[src/rtl/wake_pkg.sv]
package wake_pkg;
    typedef enum logic [2:0] {
        ST_RUN   = 3'd0,
        ST_WAIT  = 3'd1,
        ST_PWR   = 3'd2,
        ST_FLASH = 3'd3,
        ST_CLKR  = 3'd4,
        ST_ISEQ  = 3'd5
    } wake_state_e;
endpackage

[src/rtl/wake_arb.sv]
// Picks the requesting source with the highest nonzero level; ties go to the lowest index.
module wake_arb #(
    parameter int NSRC = 4,
    parameter int LVLW = 3,
    parameter int IDW  = 2
) (
    input  logic [NSRC-1:0]      req,
    input  logic [NSRC*LVLW-1:0] lvl,
    output logic                 valid,
    output logic [IDW-1:0]       id
);
    logic [LVLW-1:0] best;
    logic [LVLW-1:0] lv;

    always_comb begin
        valid = 1'b0;
        id    = '0;
        best  = '0;
        lv    = '0;
        for (int i = 0; i < NSRC; i++) begin
            lv = lvl[i*LVLW +: LVLW];
            // strict compare keeps the earlier index on a tie and rejects level 0
            if (req[i] && (lv > best)) begin
                best  = lv;
                id    = IDW'(i);
                valid = 1'b1;
            end
        end
    end
endmodule

[src/rtl/wake_timer.sv]
// Shared down-counter: a phase lasts load_val+1 cycles after the load.
module wake_timer #(
    parameter int CW = 8
) (
    input  logic          clk,
    input  logic          rst,
    input  logic          load,
    input  logic [CW-1:0] load_val,
    output logic          zero
);
    logic [CW-1:0] cnt_q;

    always_ff @(posedge clk) begin
        if (rst)
            cnt_q <= '0;
        else if (load)
            cnt_q <= load_val;
        else if (cnt_q != '0)
            cnt_q <= cnt_q - 1'b1;
    end

    assign zero = (cnt_q == '0);
endmodule

[src/rtl/wake_seq.sv]
module wake_seq
    import wake_pkg::*;
#(
    parameter int NSRC    = 4,
    parameter int T0_CYC  = 1600,
    parameter int T1X_CYC = 960,
    parameter int T2_CYC  = 2,
    parameter int T3_CYC  = 20,
    parameter int LVLW    = 3,
    parameter int SELW    = 3,
    parameter int IDW     = (NSRC > 1) ? $clog2(NSRC) : 1
) (
    input  logic                 clk,
    input  logic                 rst,
    input  logic                 wait_req,
    input  logic                 gie,
    input  logic                 lpm_en,
    input  logic                 fstop,
    input  logic [SELW-1:0]      wclk_sel,
    input  logic [NSRC-1:0]      irq_req,
    input  logic [NSRC*LVLW-1:0] irq_lvl,
    output logic                 reg_en,
    output logic                 flash_en,
    output logic                 cpu_clk_en,
    output logic [SELW-1:0]      clk_sel,
    output logic                 irq_take,
    output logic [IDW-1:0]       irq_id
);
    localparam int T1_LONG = 1 + T1X_CYC;
    localparam int MAX_A   = (T0_CYC > T1_LONG) ? T0_CYC : T1_LONG;
    localparam int MAX_B   = (T2_CYC > T3_CYC) ? T2_CYC : T3_CYC;
    localparam int MAXD    = (MAX_A > MAX_B) ? MAX_A : MAX_B;
    localparam int CW      = $clog2(MAXD + 1);

    wake_state_e     state_q, state_nxt;
    logic            lpm_q, fstop_q, gie_q;
    logic [IDW-1:0]  win_q;
    logic [SELW-1:0] sel_q;
    logic            take_q;
    logic            arb_valid;
    logic [IDW-1:0]  arb_id;
    logic            tmr_load, tmr_zero;
    logic [CW-1:0]   tmr_val;
    logic            wake_go;

    wake_arb #(.NSRC(NSRC), .LVLW(LVLW), .IDW(IDW)) u_arb (
        .req   (irq_req),
        .lvl   (irq_lvl),
        .valid (arb_valid),
        .id    (arb_id)
    );

    wake_timer #(.CW(CW)) u_tmr (
        .clk      (clk),
        .rst      (rst),
        .load     (tmr_load),
        .load_val (tmr_val),
        .zero     (tmr_zero)
    );

    assign wake_go = gie_q && arb_valid;

    // next state and phase-length loads
    always_comb begin
        state_nxt = state_q;
        tmr_load  = 1'b0;
        tmr_val   = '0;
        unique case (state_q)
            ST_RUN: begin
                if (wait_req) state_nxt = ST_WAIT;
            end
            ST_WAIT: begin
                if (wake_go) begin
                    tmr_load = 1'b1;
                    if (lpm_q) begin
                        state_nxt = ST_PWR;
                        tmr_val   = CW'(T0_CYC - 1);
                    end else begin
                        state_nxt = ST_FLASH;
                        tmr_val   = fstop_q ? CW'(T1_LONG - 1) : CW'(0);
                    end
                end
            end
            ST_PWR: begin
                if (tmr_zero) begin
                    state_nxt = ST_FLASH;
                    tmr_load  = 1'b1;
                    tmr_val   = fstop_q ? CW'(T1_LONG - 1) : CW'(0);
                end
            end
            ST_FLASH: begin
                if (tmr_zero) begin
                    state_nxt = ST_CLKR;
                    tmr_load  = 1'b1;
                    tmr_val   = CW'(T2_CYC - 1);
                end
            end
            ST_CLKR: begin
                if (tmr_zero) begin
                    state_nxt = ST_ISEQ;
                    tmr_load  = 1'b1;
                    tmr_val   = CW'(T3_CYC - 1);
                end
            end
            ST_ISEQ: begin
                if (tmr_zero) state_nxt = ST_RUN;
            end
            default: state_nxt = ST_RUN;
        endcase
    end

    // state register and captured context
    always_ff @(posedge clk) begin
        if (rst) begin
            state_q <= ST_RUN;
            lpm_q   <= 1'b0;
            fstop_q <= 1'b0;
            gie_q   <= 1'b0;
            win_q   <= '0;
            sel_q   <= '0;
            take_q  <= 1'b0;
        end else begin
            state_q <= state_nxt;
            take_q  <= (state_q == ST_ISEQ) && (state_nxt == ST_RUN);
            if (state_q == ST_RUN && wait_req) begin
                lpm_q   <= lpm_en;
                fstop_q <= fstop;
                gie_q   <= gie;
            end
            if (state_q == ST_WAIT && wake_go) begin
                win_q <= arb_id;
                sel_q <= wclk_sel;
            end
        end
    end

    // outputs
    always_comb begin
        reg_en     = 1'b1;
        flash_en   = 1'b1;
        cpu_clk_en = 1'b0;
        unique case (state_q)
            ST_RUN:   cpu_clk_en = 1'b1;
            ST_WAIT: begin
                reg_en   = !lpm_q;
                flash_en = !fstop_q;
            end
            ST_PWR:   flash_en = !fstop_q;
            ST_FLASH: flash_en = 1'b1;
            ST_CLKR:  flash_en = 1'b1;
            ST_ISEQ:  cpu_clk_en = 1'b1;
            default:  cpu_clk_en = 1'b1;
        endcase
    end

    assign clk_sel  = sel_q;
    assign irq_take = take_q;
    assign irq_id   = win_q;

    AST_WAKE_NEEDS_LEVEL: assert property (@(posedge clk) disable iff (rst)
        (state_q == ST_WAIT && state_nxt != ST_WAIT) |-> arb_valid);
    AST_NO_WAKE_GIE_OFF: assert property (@(posedge clk) disable iff (rst)
        (state_q == ST_WAIT && !gie_q) |=> (state_q == ST_WAIT));
    AST_CLK_AFTER_POWER: assert property (@(posedge clk) disable iff (rst)
        $rose(cpu_clk_en) |-> (flash_en && reg_en && !irq_take));
    AST_CLKR_TO_ISEQ: assert property (@(posedge clk) disable iff (rst)
        (state_q == ST_CLKR) |=> (state_q == ST_CLKR || state_q == ST_ISEQ));
    AST_TAKE_PULSE: assert property (@(posedge clk) disable iff (rst)
        irq_take |=> !irq_take);
    AST_ID_HOLD: assert property (@(posedge clk) disable iff (rst)
        (state_q != ST_RUN && state_q != ST_WAIT) |=> $stable(irq_id));
    AST_SEL_HOLD: assert property (@(posedge clk) disable iff (rst)
        (state_q != ST_WAIT) |=> $stable(clk_sel));
endmodule

[config.mk]
export PLATFORM = sky130hd
export DESIGN_NAME = wake_seq
export DESIGN_NICKNAME = d
export VERILOG_FILES = /design/src/rtl/wake_pkg.sv /design/src/rtl/wake_arb.sv /design/src/rtl/wake_timer.sv /design/src/rtl/wake_seq.sv
export SDC_FILE = /design/constraint.sdc
export NUM_CORES = 1
export LEC_CHECK = 0
export ABC_AREA = 1
export CAP_MARGIN = 5
export CELL_PAD_IN_SITES_DETAIL_PLACEMENT = 1
export CELL_PAD_IN_SITES_GLOBAL_PLACEMENT = 1
export CORE_ASPECT_RATIO = 1.4
export CORE_UTILIZATION = 47
export DETAILED_ROUTE_END_ITERATION = 10
export DONT_BUFFER_PORTS = 1
export GPL_TIMING_DRIVEN = 0
export HOLD_SLACK_MARGIN = 0.03
export PLACE_DENSITY_LB_ADDON = 0.12
export SLEW_MARGIN = 40
export SYNTH_ARGS = -nofsm -noshare
export SYNTH_HDL_FRONTEND = slang
export SYNTH_SLANG_ARGS = --single-unit
export TNS_END_PERCENT = 1
[constraint.sdc]
create_clock -name clk -period 8.2 [get_ports clk]
set_clock_uncertainty 0.2 [all_clocks]
set_input_delay 0.82 -clock clk [delete_from_list [all_inputs] [get_ports clk]]
set_output_delay 0.82 -clock clk [all_outputs]
set_load 0.01 [all_outputs]
==> results.sh <==
export IMPL_p_per_area_nw_per_um2=291
export IMPL_cts_max_level=1
export IMPL_dp_hpwl_um=3300
export IMPL_antenna_left=0
export IMPL_cp_data_required_time_ps=8150
export IMPL_peakVddDrop_mv=0.141
export IMPL_r2r_cells=11
export IMPL_synth_nets=277
export IMPL_clock_latency_ps=270
export IMPL_synth_largest_area_cell="dfxtp_1"
export IMPL_drtIter0Drc=22
export IMPL_synth_cells=242
export IMPL_reg2reg_slack_ps=6240
export IMPL_cts_tree="yes"
export IMPL_totalWireLength_um=4010
export IMPL_wl_per_cell_um=14.1
export IMPL_synthTopCellsByArea="dfxtp_1, nand2_1, nor2_1"
export IMPL_drv_slew=0
export IMPL_yosysUniqueCellTypes=32
export IMPL_via_per_inst=5.34
export IMPL_cts_sinks=23
export IMPL_critPathLaunch="irq_lvl[0]"
export IMPL_drt_first_pass_iters=4
export IMPL_first_global_vias=1643
export IMPL_fin_crit_sh=0.563
export IMPL_cap_violations=0
export IMPL_setup_viol=0
export IMPL_grt_max_degree=13
export IMPL_avgSynthCellArea_um2=6.73
export IMPL_routabilityCongestion=0.733
export IMPL_io_buffer_count=0
export IMPL_yosysWarnings=0
export IMPL_dr_total_vias=1522
export IMPL_cp_max_fo=10
export IMPL_num_nets_final=282
export IMPL_syn_cell_area_um2=1630
export IMPL_critPathSlowestCell="ha_1"
export IMPL_min_period_ps=4620
export IMPL_critPathKind="input port to register"
export IMPL_crit_path_start_kind="input port"
export IMPL_rsz0062_at_grt="no"
export IMPL_power_total_uw=501
export IMPL_finalHoldViolCount=0
export IMPL_synthToLayoutAreaGrowth_pct=5.76
export IMPL_critical_path_endpoint="u_tmr.cnt_q[5]"
export IMPL_slew_limit_headroom=0.662
export IMPL_cts_made_buffers=3
export IMPL_status="completed"
export IMPL_fill_cells=448
export IMPL_fmax_mhz=217
export IMPL_yosysTopAreaCellShare=0.283
export IMPL_endpoint_kind="register"
export IMPL_path_clk_slew_ps=80
export IMPL_ys_ff_latch=23
export IMPL_clock_path_buffers=2
export IMPL_cts_root_buf="clkbuf_8"
export IMPL_max_stage_delay_ps=330
export IMPL_gr_total_overflow=0
export IMPL_drc=0
export IMPL_ioPinCount=34
export IMPL_placed_area_um2=1680
export IMPL_ctsResizeCount=0
export IMPL_holdCritPathClass="register to register"
export IMPL_num_antenna_cells=0
export IMPL_r2r_start="u_tmr.cnt_q[0]"
export IMPL_start_util=0.507
export IMPL_p_leak_nw=0.828
export IMPL_placementRows=24
export IMPL_ys_seq_area_frac=0.283
export IMPL_hold_buffers=0
export IMPL_drive_gt1_frac=0.118
export IMPL_final_cell_area_um2=1720
export IMPL_grt_pass1_wl_um=6750
export IMPL_fin_tns_setup_ps=0
export IMPL_core_area_um2=3210
export IMPL_die_area_um2=3710
export IMPL_tightest_slew_ps=508
export IMPL_antenna_found_initial=0
export IMPL_cpMostUsedCell="nand2_1"
export IMPL_arrival_ps=4570
export IMPL_track_usage=0.244
export IMPL_post_cts_buffers=0
export IMPL_die_x_um=51.8
export IMPL_die_y_um=71.7
export IMPL_worstReg2RegEnd="u_tmr.cnt_q[8]"
## worst min-delay path by stage
stage | start | slack, ps | cells after the start | to
finish | clk_sel[2] | 310 | 2 | clk_sel[2]
global route | clk_sel[1] | 340 | 2 | clk_sel[1]
CTS | clk_sel[1] | 320 | 2 | clk_sel[1]
detailed placement | clk_sel[1] | 300 | 2 | clk_sel[1]
global placement | clk_sel[1] | 300 | 2 | clk_sel[1]
floorplan | fstop_q | 280 | 2 | fstop_q
## registers in the layout (all words and copies together) (netlist names)
register     count
irq_id           2
u_tmr.cnt_q     11
irq_take         1
state_q          3
clk_sel          3
fstop_q          1
lpm_q            1
gie_q            1
## cell usage after synthesis
cell type,instances
nand2_1,60
nor2_1,34
inv_1,31
dfxtp_1,23
a21oi_1,13
o21ai_0,13
ha_1,10
nand3_1,10
nor2_2,8
nor3_1,5
xor2_1,5
nand3_2,4
nand4_1,4
nand2_2,3
nor2_4,2
a21boi_0,1
a31oi_1,1
buf_8,1
clkbuf_1,1
clkinv_4,1
inv_2,1
nand2_4,1
nand3_4,1
nand3b_1,1
nand4_2,1
nand4_4,1
nor3_2,1
o21ai_1,1
o21ai_4,1
o31ai_1,1
or2_1,1
xnor2_1,1
## power by group
group	total (mW)	switching (mW)	internal [mW]	leakage, nW
sequential	0.162	0.0249	0.137	0.189
clock	0.0726	0.0378	0.0348	0.0228
combinational	0.266	0.162	0.103	0.617
total	0.501	0.225	0.276	0.828
## final cells by class
cell class              instances  area, um^2  area share
multi-input cells             184        1020       0.593
plain buffers                   2        18.8      0.0109
clock buffers                   4        45.0      0.0261
well taps                      39        48.8      0.0283
inverters                      33         129      0.0748
flip-flops and latches         23         460       0.267
## cells by family after synthesis
| group | after synthesis | synth area share |
|---|---|---|
| AO/OA/AOI/OAI | 31 | 0.106 |
| XOR/XNOR | 6 | 0.0323 |
| adder cells (fa/ha/maj) | 10 | 0.0768 |
| buffers and inverters | 35 | 0.0906 |
| flip-flops | 23 | 0.283 |
| AND/OR/NAND/NOR | 137 | 0.412 |
## routing by layer
metal / wire length, um / global-route usage / share of wire
met1: 1440 / 0.220 / 0.36
met2: 2390 / 0.512 / 0.60
met3: 110 / 0.0318 / 0.027
met4: 69 / 0.0901 / 0.017
met5: 0 / 0 / 0
## placed cells by master, fill, tap and decap left out
cell and count:
nand2_1 60, nor2_1 34, inv_1 31, dfxtp_1 23, o21ai_0 13, a21oi_1 13
nand3_1 10, ha_1 10, nor2_2 8, nor3_1 5, xor2_1 5, nand3_2 4
nand4_1 4, nand2_2 3, clkbuf_8 3, nor2_4 2, clkbuf_1 2, a21boi_0 1
nor3_2 1, nand3_4 1, nand4_2 1, nand2_4 1, clkinv_4 1, o21ai_4 1
inv_2 1, or2_1 1, buf_8 1, nand4_4 1, o31ai_1 1, xnor2_1 1
a31oi_1 1, o21ai_1 1, nand3b_1 1
## worst max-delay path, delay by kind of cell
kind | cells | cell delay [ps]
AND/OR/NAND/NOR | 20 | 1770
adder cells (fa/ha/maj) | 3 | 970
AO/OA/AOI/OAI | 3 | 590
buffers and inverters | 4 | 420
## stage by stage
stage                      util  instances  setup WS [ps]  hold WS (ps)
after floorplan               -        242           3880           277
after global placement    0.522        281           3270           300
after detailed placement  0.522        281           3220           304
after CTS                 0.536        285           3510           316
after global routing      0.536        285           3110           338
final                     0.536        285           3580           312
Power figures use the tool's default switching activity.
